## config.mk

```make
export PLATFORM = sky130hd
export DESIGN_NAME = sg_dma_walker
export DESIGN_NICKNAME = d
export VERILOG_FILES = /design/src/rtl/sg_dma_walker.sv
export SDC_FILE = /design/constraint.sdc
export NUM_CORES = 1
export LEC_CHECK = 0
export BUFFER_PORTS_ARGS = -buffer_cell sky130_fd_sc_hd__buf_2
export CORE_MARGIN = 1
export CORE_UTILIZATION = 25
export CTS_CLUSTER_DIAMETER = 100
export CTS_CLUSTER_SIZE = 28
export DETAILED_ROUTE_END_ITERATION = 6
export GPL_ROUTABILITY_DRIVEN = 1
export PLACE_DENSITY = 0.5
export SETUP_SLACK_MARGIN = 0.05
export SYNTH_ARGS = -nofsm -noshare
export SYNTH_HDL_FRONTEND = slang
export SYNTH_SLANG_ARGS = --single-unit
```

## constraint.sdc

```tcl
create_clock -name clk -period 2.69 [get_ports clk]
set_clock_uncertainty 0.05 [all_clocks]
set_input_delay 0.269 -clock clk [delete_from_list [all_inputs] [get_ports clk]]
set_output_delay 0.269 -clock clk [all_outputs]
set_load 0.1 [all_outputs]
```

## src/rtl/sg_dma_walker.sv

```systemverilog
module sg_dma_walker #(
  parameter int AW    = 32,
  parameter int LEN_W = 16,
  parameter int WIN_W = 16
) (
  input  logic          clk,
  input  logic          rst_n,
  input  logic          cmd_go,
  input  logic          cmd_to_mem,
  input  logic [AW-1:0] tbl_base,
  output logic          desc_rd_req,
  output logic [AW-1:0] desc_rd_addr,
  input  logic          desc_rd_ack,
  input  logic [31:0]   desc_rd_data,
  output logic          xfer_valid,
  input  logic          xfer_ready,
  output logic [AW-1:0] xfer_addr,
  output logic [2:0]    xfer_bytes,
  output logic          xfer_write,
  output logic          busy,
  output logic          done,
  output logic          err
);
  localparam int RW = LEN_W + 1;
  localparam logic [RW-1:0] FULL_LEN = RW'(1) << LEN_W;
  localparam logic [WIN_W+1:0] WIN_SIZE = (WIN_W+2)'(1) << WIN_W;

  typedef enum logic [2:0] {S_IDLE, S_ADDR, S_CNT, S_CHK, S_MOVE} st_t;

  st_t            st;
  logic           go_q, dir_q, eot_q, done_q, err_q;
  logic [AW-1:3]  ptr;
  logic [AW-1:0]  cur;
  logic [RW-1:0]  remain;
  logic           start, last, overrun;
  logic           unused_bits;

  assign start   = cmd_go && !go_q && st == S_IDLE;
  assign last    = remain <= RW'(4);
  assign overrun = ({2'b00, cur[WIN_W-1:0]} + (WIN_W+2)'(remain)) > WIN_SIZE;

  assign desc_rd_req  = st == S_ADDR || st == S_CNT;
  assign desc_rd_addr = {ptr, st == S_CNT, 2'b00};
  assign xfer_valid   = st == S_MOVE;
  assign xfer_addr    = cur;
  assign xfer_bytes   = last ? remain[2:0] : 3'd4;
  assign xfer_write   = dir_q;
  assign busy         = st != S_IDLE;
  assign done         = done_q;
  assign err          = err_q;
  assign unused_bits  = ^{desc_rd_data[30:LEN_W], desc_rd_data[1:0], tbl_base[2:0]};

  always_ff @(posedge clk or negedge rst_n) begin
    if (!rst_n) begin
      st     <= S_IDLE;
      go_q   <= 1'b0;
      dir_q  <= 1'b0;
      eot_q  <= 1'b0;
      done_q <= 1'b0;
      err_q  <= 1'b0;
      ptr    <= '0;
      cur    <= '0;
      remain <= '0;
    end else begin
      go_q <= cmd_go;
      if (!cmd_go && st != S_IDLE) begin
        st <= S_IDLE;
      end else begin
        case (st)
          S_IDLE: if (start) begin
            st     <= S_ADDR;
            ptr    <= tbl_base[AW-1:3];
            dir_q  <= cmd_to_mem;
            done_q <= 1'b0;
            err_q  <= 1'b0;
          end
          S_ADDR: if (desc_rd_ack) begin
            cur <= {desc_rd_data[AW-1:2], 2'b00};
            st  <= S_CNT;
          end
          S_CNT: if (desc_rd_ack) begin
            remain <= (desc_rd_data[LEN_W-1:0] == '0) ? FULL_LEN
                                                       : {1'b0, desc_rd_data[LEN_W-1:0]};
            eot_q  <= desc_rd_data[31];
            st     <= S_CHK;
          end
          S_CHK: begin
            if (overrun) begin
              err_q <= 1'b1;
              st    <= S_IDLE;
            end else begin
              st <= S_MOVE;
            end
          end
          S_MOVE: if (xfer_ready) begin
            if (last) begin
              if (eot_q) begin
                done_q <= 1'b1;
                st     <= S_IDLE;
              end else begin
                ptr <= {ptr[AW-1:WIN_W], ptr[WIN_W-1:3] + 1'b1};
                st  <= S_ADDR;
              end
            end else begin
              cur    <= cur + AW'(4);
              remain <= remain - RW'(4);
            end
          end
          default: st <= S_IDLE;
        endcase
      end
    end
  end

  AST_QUIET_AFTER_RESET: assert property (@(posedge clk) $rose(rst_n) |-> !busy && !done && !err);
  AST_START_FETCH: assert property (@(posedge clk) disable iff (!rst_n) (st == S_IDLE && cmd_go && !go_q) |=> desc_rd_req && desc_rd_addr[2:0] == 3'b000);
  AST_TABLE_WINDOW: assert property (@(posedge clk) disable iff (!rst_n) (st == S_ADDR && $past(st) == S_MOVE) |-> ptr[AW-1:WIN_W] == $past(ptr[AW-1:WIN_W]));
  AST_BEAT_STEP: assert property (@(posedge clk) disable iff (!rst_n) (xfer_valid && xfer_ready && cmd_go && !last) |=> xfer_valid && xfer_addr == $past(xfer_addr) + AW'(4));
  AST_BEAT_SIZE: assert property (@(posedge clk) disable iff (!rst_n) xfer_valid |-> xfer_bytes != 3'd0 && xfer_bytes <= 3'd4);
  AST_DONE_ERR_EXCL: assert property (@(posedge clk) disable iff (!rst_n) !(done && err));
  AST_ERR_NO_BEAT: assert property (@(posedge clk) disable iff (!rst_n) err |-> !xfer_valid);
  AST_ABORT_IDLE: assert property (@(posedge clk) disable iff (!rst_n) (!cmd_go && busy) |=> !busy && !desc_rd_req && !xfer_valid);
  AST_DIR_HELD: assert property (@(posedge clk) disable iff (!rst_n) (busy && $past(busy)) |-> $stable(xfer_write));
  AST_ONE_PORT: assert property (@(posedge clk) disable iff (!rst_n) !(desc_rd_req && xfer_valid));
endmodule

```

Word level (Yosys, flattened, before mapping)
Cells that the tools add are included.
- logic and storage cells: 89
- register bits: 86
- reduce and logical (&&, ||, !) cells: 22
- eq/ne operators: 18
- $add $sub $neg: 4
- muxes and demuxes: 31
- bitwise logic cells: 2
- order comparisons: 2
- operators with widths (cell ; number):
    $mux 32 ; 3
    $mux 17 ; 4
    $pmux 32 s2 ; 1
    $pmux 29 s2 ; 1
    $mux 13 ; 3
    $pmux 17 s2 ; 1
    $add 32x3->32 const B ; 1
    $mux 29 ; 1
    $mux 3 ; 8
    $add 16x17->18 ; 1
    $gt 18x17->1 const B ; 1
    $le 17x3->1 const B ; 1
    $sub 17x3->17 const B ; 1
    $logic_not 16->1 ; 1
    $pmux 3 s5 ; 1
    $reduce_and 5->1 ; 3
    $add 13x1->13 const B ; 1
    $reduce_and 6->1 ; 2
    $ne 2x2->1 const B ; 5
    $ne 3x1->1 const B ; 3
    $ne 2x1->1 const B ; 4
    $reduce_and 4->1 ; 2
    $reduce_bool 2->1 ; 4
    $eq 3x2->1 const B ; 2
    other kinds (12) ; 24

Longest topological paths before layout
Gate-level depths: netlist (run 1).
- depth in word-level cells: 6
- mapped depth: 12

Worst setup path after synthesis (run 1)
OpenSTA, ideal clock, no wires.
- path type: reg2reg
- start point: reg cur[3], in the netlist xfer_addr[3]
- end point: reg err_q, in the netlist err
- clock period less this slack: 3.240 ns
- stages on the path, launching flop included: 10
- path buffers: 0
- required time: 2.505 ns
- data arrival time: 3.054 ns
- library setup time: 0.135 ns
- setup slack: -0.550 ns
- cells stage by stage: dfrtp_1 -> ha_1 -> xor2_1 -> a2111oi_0 -> nand3_1 -> or3_1 -> a2111oi_0 -> nand4_1 -> o41ai_2 -> a21oi_1
- longest elaborated chain between the ends: 4
- ends and longest elaborated chain (element ; RTL line ; text):
    from (decl) ; 33 ; logic [AW-1:0] cur;
    from (signal assigned) ; 78 ; cur <= {desc_rd_data[AW-1:2], 2'b00};
    from (signal assigned) ; 105 ; cur <= cur + AW'(4);
    $add 16x17->18 ; 40 ; assign overrun = ({2'b00, cur[WIN_W-1:0]} + (WIN_W+2)'(remain)) > WIN_SIZE;
    $gt 18x17->1 ; 40 ;
    $ne 2x2->1 (no source line) ; -- ;
    $reduce_and 4->1 (no source line) ; -- ;
    to (signal assigned) ; 60 ; err_q <= 1'b0;
    to (signal assigned) ; 75 ; err_q <= 1'b0;
    to (signal assigned) ; 89 ; err_q <= 1'b1;
    to (decl) ; 31 ; logic go_q, dir_q, eot_q, done_q, err_q;
No other way between the ends.
A chain may end at the register's enable or synchronous reset.

Final worst setup path (run 1)
- start point: reg remain[9]
- end point: out xfer_bytes[0]
- longest elaborated chain between the ends: 2
- ends and longest elaborated chain (element ; RTL line ; text):
    from (decl) ; 34 ; logic [RW-1:0] remain;
    from (signal assigned) ; 82 ; remain <= (desc_rd_data[LEN_W-1:0] == '0) ? FULL_LEN
    from (signal assigned) ; 106 ; remain <= remain - RW'(4);
    $le 17x3->1 ; 39 ; assign last = remain <= RW'(4);
    $mux 3 ; 46 ; assign xfer_bytes = last ? remain[2:0] : 3'd4;
    to (decl) ; 18 ; output logic [2:0] xfer_bytes,
No other way between the ends.

==> results of run 1 <==
-- through the flow --
stage	total power [mW]	setup TNS [ps]
final	9.101	-11.91
after global routing	9.665	-823.1
after CTS	8.971	-668.6
after detailed placement	7.573	-299.2
after global placement	7.565	-357.9
after floorplan	6.102	-108.9
-- power breakdown --
part	internal, mW	switching [mW]	leakage (nW)
clock	0.624	0.545	0.124
sequential	1.69	0.432	0.983
combinational	1.80	4.01	2.26
-- cell type report --
cell class                 count  area (µm²)
clock buffer                  13       240.2
clock inverter                 2       13.76
fill                        2283       14060
inverter                      17       63.81
multi-input combinational    525        3502
sequential                    84        2132
tap                          280       350.3
timing repair buffer         221        1458
-- placed cells by master, fill, tap and decap left out, drive strengths merged, types with 10 or more instances in the layout --
cell,Yosys,layout
dfrtp,84,84
inv,17,17
a21oi,85,85
ha,19,19
nor2,63,63
nand3,28,28
o22ai,16,16
o21ai,69,69
nand2,59,59
clkbuf,20,14
buf,19,219
nor3,15,15
mux2,21,21
nand4,10,10
-- synth_stat cells, types with 4 or more instances --
cell type	number	area (µm²)
a21oi_1	85	425.4
dfrtp_1	84	2102
nor2_1	63	236.5
o21ai_0	61	305.3
nand2_1	59	221.5
nand3_1	28	140.1
mux2_2	21	236.5
clkbuf_1	20	75.07
ha_1	19	237.7
inv_1	17	63.81
o22ai_1	16	100.1
nor3_1	14	70.07
buf_2	10	50.05
nand4_1	10	62.56
a31oi_1	8	50.05
o21ai_1	8	40.04
and3_1	7	43.79
nand2b_1	7	43.79
nor4_1	7	43.79
o21a_1	7	52.55
a2bb2oi_1	6	52.55
o22a_1	6	52.55
xor2_1	6	52.55
and4_1	5	43.79
buf_4	5	37.54
or3_1	5	31.28
buf_6	4	45.04
nand3b_1	4	30.03
o31ai_1	4	30.03
or2_2	4	25.02
-- how the worst max path moves through the flow --
| stage | end | cells past startpoint | slack (ps) | startpoint |
|---|---|---|---|---|
| after floorplan | err | 9 | -60 | xfer_addr[3] |
| after global placement | err | 10 | -180 | xfer_addr[3] |
| after detailed placement | st[2] | 10 | -150 | xfer_addr[3] |
| after CTS | xfer_bytes[1] | 6 | -80 | remain[10] |
| after global routing | st[2] | 10 | -130 | xfer_addr[3] |
| final | xfer_bytes[0] | 6 | -7 | remain[9] |
-- worst reg2reg max path, stage by stage, from the launching register on --
cell and delay (ps):
dfrtp_1 370, or4_4 570, nor4_4 320, and4bb_4 300
buf_6 140, buf_12 100, a31oi_4 130, a211o_4 360
nor2_1 110, a2bb2oi_1 160
-- metal layers --
layer  global-route usage [%]  wire length (µm)  up-vias
met1                    23.54              8873     2775
met4                    5.400               231        0
met5                        0                 0        -
li1                         -                 -     2841
met3                    3.313              1168       15
met2                    26.95              9033      163
-- kinds of logic after synthesis --
group                      synth area share (%)
AOI/OAI and AO/OA                         26.39
other                                   0.06743
muxes                                     4.612
buffers and inverters                     4.882
and+or+nand+nor                           20.72
DFF                                       37.80
adders and majority gates                 4.275
xor gates and xnor gates                  1.260
-- flip-flops by register name, summed over array words and instances (netlist names), 3 cells and up --
register,count
ptr,29
remain,17
st,3
xfer_addr,30
-- timing repair --
action                                  in CTS  in global routing
hold buffers                                 1                  0
pin swaps                                   14                 17
cloned                                       1                  2
hold endpoints to repair                    14                  0
setup buffers                                4                  3
resized for setup                           32                 41
endpoints found under the setup margin      22                 49
==> impl_metrics.toml, run 1 <==
[sta]
fin_crit_sh_pct = 100.3
rsz0062_at_grt = "yes"
timing.final.crit_period_ps = 2697
drv_slew = 0
timing.final.ws_setup_ps = -6.980
slew_headroom_pct = 62.21
setup_viol = 2
holdWs_ps = 86.97
clock.fmax_mhz = 370.8
worst_pin_slew_ps = 561.7
report.final.hold_viol_count = 0

[grt]
first_global_vias = 5515
grt_overflow = 0
grt_use_total_pct = 17.15
grt_max_degree = 53
grt_pass1_wl_mm = 30.08
antenna_found_initial = 0

[placed_design]
port_buffers = 135
gp_congestion = 0.8500
dp_cells = 1116
place_ws_ps = -153.3
place_area_mm2 = 0.007117
post-dp-hpwl_mm = 14.05

[pwr]
vdd_drop_max_uv = 562.0
p_per_area_mw_per_mm2 = 1173
p_leak_nw = 3.365

[clocking]
clockBufferDepth = 2
clk_pin_slew_worst_paths_ps = 70
cts_max_level = 3
cts.sinks = 84
cts_tree = "done"
cts_root_buf = "clkbuf_16"
cts_buffers = 9
clk_latency_ps = 350

[setup_path]
cp_max_fo = 6
end_kind = "output pin"
worstReg2RegEnd = "ptr[10]"
critical_path.top_delay_family = "simple AND/OR/NAND/NOR gates"
slowest_stage = "or4_4"
cpPeakStageDelay_ps = 570
crit_chain = "or4_4 > nor4_4 > and4bb_4 > buf_6 > and2_4 > buf_12"
r2r_cells = 9
crit_required_ps = 2370
reg2reg_from = "remain[9]"
start_kind = "flop"
setup.worst_path.class = "flop to output pin"
critical_path_arrival_ps = 2380
cp.buffers_inverters = 2
rrSetupSlack_ps = 10

[synth]
syn_area_mm2 = 0.005562
yosysWarnings = 0
synth-edff-count = 0
ys_seq_area_share_pct = 37.80
ys_types = 68
syn_area_per_cell_um2 = 8.427
synthCells = 660
synth_flop_cell = "dfrtp_1"
async_flop_share_pct = 100.0
synth-seq-cells = 84

[floorplan]
coreArea_mm2 = 0.02182
die_x_um = 151.2
initial_core_util_pct = 25.48
die_h_um = 151.2
ios = 143
dieArea_mm2 = 0.02285
num_rows = 54

[cells_and_area]
finalInstanceArea_mm2 = 0.007760
nNetsFinal = 947
n_antenna_cell = 0
stdcell_count = 1142
area_delta_synth_final_pct = 39.53
drive_gt1_share_pct = 38.28
fin_util_pct = 35.56

[status]
violations = "setup timing"
outcome = "complete, but fails checks"

[worst_hold_path]
min-delay-start = "tbl_base[3]"
hold_class = "primary input to flop"
holdPathStages = 3
hold_path_end = "ptr[3]"

[drt]
wirelength_mm = 19.31
dr_total_vias = 5794
drc = 0
postRouteAntennaNets = 0
drt-wirelength-per-cell_um = 16.91
viasPerCell = 5.074
first_iter_violations = 303
drt-pass1-iter-count = 7

[flow_run]
maxCapViolations = 0
Note: power is estimated with default switching activity, not from simulation.
==> inputs of run 2 (changes only) <==
- PLACE_DENSITY: 0.5 -> 0.49
- clock period: 2.69 -> 2.7 ns (I/O delays scaled with it)
==> impl_metrics.toml, run 2 (synthesis results as in run 1) <==
[pwr]
p_per_area_mw_per_mm2 = 1144
power.switching_mw = 4.962
total_power_mw = 9.244
vdd_drop_max_uv = 499.4
clkPwrFrac_pct = 14.6
intPower_mw = 4.282
p_sw_share_pct = 53.68
p_leak_nw = 3.486
power_frac_comb_pct = 62.6
p_seq_share_pct = 22.8

[sta]
worst_pin_slew_ps = 730.3
clock.fmax_mhz = 369.0
timing.final.crit_period_ps = 2710
fin_crit_sh_pct = 100.4
setup_viol = 3
report.final.hold_viol_count = 0
holdWs_ps = 92.61
rsz0062_at_grt = "yes"
drv_slew = 0
timing.final.ws_setup_ps = -9.850
slew_headroom_pct = 50.87

[grt]
grt_use_total_pct = 17.49
first_global_vias = 5707
grt_pass1_wl_mm = 30.77
grt_max_degree = 52
grt_overflow = 0
antenna_found_initial = 0

[cells_and_area]
regArea_mm2 = 0.002131
area_delta_synth_final_pct = 45.26
multi_input_area_mm2 = 0.003591
stdcell_count = 1157
finalInstanceArea_mm2 = 0.008079
largest_reg_flops = 30
final_common_cell = "buf_2"
drive_gt1_share_pct = 42.08
nNetsFinal = 961
n_antenna_cell = 0
final_cell_mix = "buf_2 (130), buf_4 (79), dfrtp_1 (71)"
nFillCells = 2305

[setup_path]
cp.buffers_inverters = 3
critical_path_arrival_ps = 2390
cp_max_fo = 6
cpPeakStageDelay_ps = 450
crit_required_ps = 2380
slowest_stage = "or4_4"
crit_chain = "buf_4 > or4_4 > nor4_4 > and4bb_4 > buf_6 > and2_4 > buf_12"
setup.worst_path.class = "flop to output pin"
start_kind = "flop"
end_kind = "output pin"
critical_path.top_delay_family = "simple AND/OR/NAND/NOR gates"

[clocking]
clk_pin_slew_worst_paths_ps = 70
cts_max_level = 3
cts_tree = "done"
clk_latency_ps = 350
cts.sinks = 84
cts_root_buf = "clkbuf_16"
cts_buffers = 9
clockBufferDepth = 2

[drt]
drt-pass1-iter-count = 5
viasPerCell = 5.073
wirelength_mm = 20.21
first_iter_violations = 438
postRouteAntennaNets = 0
wl_met2_mm = 9.517
dr_total_vias = 5869
drc = 0
routed.top_layer = "met4"
met3WireLength_mm = 1.060
wirelength_met1_mm = 9.411
drt-wirelength-per-cell_um = 17.47

[worst_hold_path]
hold_class = "primary input to flop"

[floorplan]
num_rows = 54
coreArea_mm2 = 0.02182
initial_core_util_pct = 25.48
die_x_um = 151.2
die_h_um = 151.2
dieArea_mm2 = 0.02285
ios = 143

[status]
outcome = "complete, but fails checks"
violations = "setup timing"

[placed_design]
gp_congestion = 0.7988
place_area_mm2 = 0.007148
port_buffers = 135
dp_cells = 1122
post-dp-hpwl_mm = 14.17

[flow_run]
maxCapViolations = 0
==> run 2: path summary, 6_finish.rpt <==
path	from	slack (ps)	to	depth (start not counted)
setup / recovery	remain[7]	-10	xfer_bytes[0]	7
hold / removal	tbl_base[3]	90	ptr[3]	3
setup reg to reg	remain[7]	-10	xfer_addr[8]	12
hold reg to reg	done	440	done	1
max in group asynchronous	rst_n	1450	xfer_addr[22]	3
min in group asynchronous	rst_n	460	ptr[4]	2
==> run 2: power groups by stage <==
stage / sequential [mW] / combinational (mW) / clock (mW)
after floorplan: 4.17 / 1.91 / 0
after global placement: 2.10 / 5.48 / 0
after detailed placement: 2.10 / 5.48 / 0
after CTS: 2.09 / 5.64 / 1.39
after global routing: 2.17 / 6.19 / 1.44
final: 2.11 / 5.79 / 1.35
==> run 2: through the flow <==
stage / util [%] / TNS [ps] / setup slack, ps
floorplan: - / -88.95 / -46.89
global placement: 32.75 / -328.1 / -148.6
detailed placement: 32.75 / -537.9 / -219.8
CTS: 35.23 / -408.4 / -86.65
global route: 37.02 / -1831 / -122.2
finish: 37.02 / -22.77 / -9.850
==> run 2: tightest hold or removal path, stage by stage <==
cell and delay (ps):
buf_2 70, nand3_1 50, nand2_1 60
==> run 2: cell type report <==
class	count	share of cell area, %
clock inverter	4	0.6659
tap	280	4.336
sequential	84	26.37
timing repair buffer	234	20.07
inverter	17	0.8053
multi-input combinational	526	44.45
clock buffer	12	3.299
==> run 2: layer usage <==
metal  GRT usage [%]  vias to the layer above
met2           28.51                      141
met5               0                        -
li1                -                     2870
met4           4.450                        0
met3           3.976                       16
met1           23.22                     2842
==> run 2: repair_timing <==
action / 4_1_cts / 5_1_grt
cloned: 2 / 4
hold buffers: 1 / 0
buffers inserted: 5 / 7
pin swaps: 20 / 16
endpoints found under the hold margin: 45 / 0
setup endpoints to repair: 30 / 65
gates resized for setup: 49 / 71
==> inputs of run 3 (changes only) <==
- CTS_BUF_LIST: unset -> sky130_fd_sc_hd__clkbuf_8 sky130_fd_sc_hd__clkbuf_16
- GPL_TIMING_DRIVEN: unset -> 0
- RECOVER_POWER: unset -> 100
==> impl_metrics.toml, run 3 (synthesis results as in run 1) <==
[worst_hold_path]
hold_path_end = "ptr[17]"
hold_class = "primary input to flop"
min-delay-start = "tbl_base[17]"
holdPathStages = 2

[placed_design]
dp_cells = 1080
port_buffers = 135
gp_congestion = 0.8090
place_area_mm2 = 0.006700
post-dp-hpwl_mm = 15.36

[cells_and_area]
area_delta_synth_final_pct = 30.64
n_antenna_cell = 0
final_common_cell = "a21oi_1"
drive_gt1_share_pct = 24.00
finalInstanceArea_mm2 = 0.007266
largest_reg_flops = 30
nNetsFinal = 909
stdcell_count = 1105
final_cell_mix = "a21oi_1 (82), clkbuf_1 (75), buf_2 (69)"
nFillCells = 2325
fin_util_pct = 33.29

[drt]
drt-wirelength-per-cell_um = 18.90
first_iter_violations = 367
viasPerCell = 5.217
wirelength_mm = 20.89
drt-pass1-iter-count = 5
drc = 0
postRouteAntennaNets = 0
dr_total_vias = 5765

[floorplan]
dieArea_mm2 = 0.02285
die_h_um = 151.2
ios = 143
num_rows = 54
die_x_um = 151.2
initial_core_util_pct = 25.48
coreArea_mm2 = 0.02182

[setup_path]
reg2reg_from = "xfer_addr[3]"
start_kind = "flop"
critical_path_arrival_ps = 3040
setup.worst_path.class = "flop to flop"
crit_required_ps = 2890
worstReg2RegEnd = "err"
cp_max_fo = 5
end_kind = "flop"
r2r_cells = 10
rrSetupSlack_ps = -140

[clocking]
cts.sinks = 84
cts_buffers = 9
cts_max_level = 3
cts_tree = "done"
cts_root_buf = "clkbuf_16"
clockBufferDepth = 2
clk_latency_ps = 350
clk_pin_slew_worst_paths_ps = 70

[grt]
grt_max_degree = 44
antenna_found_initial = 0
grt_overflow = 0
grt_use_total_pct = 18.56
grt_pass1_wl_mm = 31.77
first_global_vias = 5482

[sta]
timing.final.crit_period_ps = 2844
rsz0062_at_grt = "yes"
setup_viol = 29
slew_headroom_pct = 19.08
fin_crit_sh_pct = 105.3
worst_pin_slew_ps = 1219
drv_slew = 0
fin_setup_tns_ps = -1427
report.final.hold_viol_count = 0
holdWs_ps = 91.75
timing.final.ws_setup_ps = -143.7
clock.fmax_mhz = 351.7

[pwr]
vdd_drop_max_uv = 466.9
p_per_area_mw_per_mm2 = 1213
p_leak_nw = 2.930

[status]
outcome = "complete, but fails checks"
violations = "setup timing"

[flow_run]
maxCapViolations = 0
==> run 3: final cells by class <==
| type | instances | area [µm²] | area share [%] |
|---|---|---|---|
| tap | 280 | 350.3 | 4.822 |
| timing repair buffer | 147 | 753.2 | 10.37 |
| inverter | 17 | 63.81 | 0.8783 |
| buffer | 37 | 255.2 | 3.513 |
| clock buffer | 9 | 225.2 | 3.100 |
| clock inverter | 7 | 100.1 | 1.378 |
| sequential | 84 | 2135 | 29.38 |
| multi-input combinational | 524 | 3383 | 46.56 |
==> run 3: layer usage <==
metal | vias up | routed length (µm) | GRT usage (%)
li1 | 2765 | - | -
met1 | 2793 | 9372 | 24.97
met2 | 191 | 9959 | 30.11
met3 | 16 | 1371 | 4.639
met4 | 0 | 186 | 3.450
met5 | - | 0 | 0
==> run 3: worst max-delay path by stage <==
| stage | startpoint | endpoint | slack (ps) | cells past startpoint |
|---|---|---|---|---|
| after floorplan | xfer_addr[3] | err | -50 | 9 |
| after global placement | xfer_addr[10] | err | -590 | 9 |
| after detailed placement | xfer_addr[10] | err | -620 | 9 |
| after CTS | xfer_addr[3] | err | -140 | 10 |
| after global routing | xfer_addr[3] | err | -250 | 10 |
| final | xfer_addr[3] | err | -140 | 10 |
==> run 3: power by group <==
group          leakage, nW  internal (mW)  total (mW)  switching (mW)
Combinational         1.80           1.34        5.12            3.78
Sequential           0.981           1.69        2.31           0.615
Clock                0.148          0.816        1.39           0.571
Total                 2.93           3.85        8.81            4.96
==> run 3: worst max-delay path, stage by stage, from the launching register on <==
cell and delay, ps:
dfrtp_4 520, ha_4 250, xor2_2 140, a2111oi_2 330
nand3_1 120, or3_4 390, a2111oi_4 220, nand4_1 220
o41ai_4 230, buf_4 190, a21oi_1 70
==> run 3: repair_timing <==
item,4_1_cts,5_1_grt
setup endpoints to repair,61,57
hold buffers,2,0
pin swaps,10,1
setup buffers,8,0
cloned,1,0
gates resized for setup,58,10
endpoints found under the hold margin,43,0
==> run 3: metrics by stage <==
step                total power, mW  worst slack, ps
finish                        8.811           -143.7
global placement              7.140           -589.4
detailed placement            7.153           -620.5
global route                  9.274           -245.3
CTS                           8.840           -135.1
floorplan                     6.079           -46.89
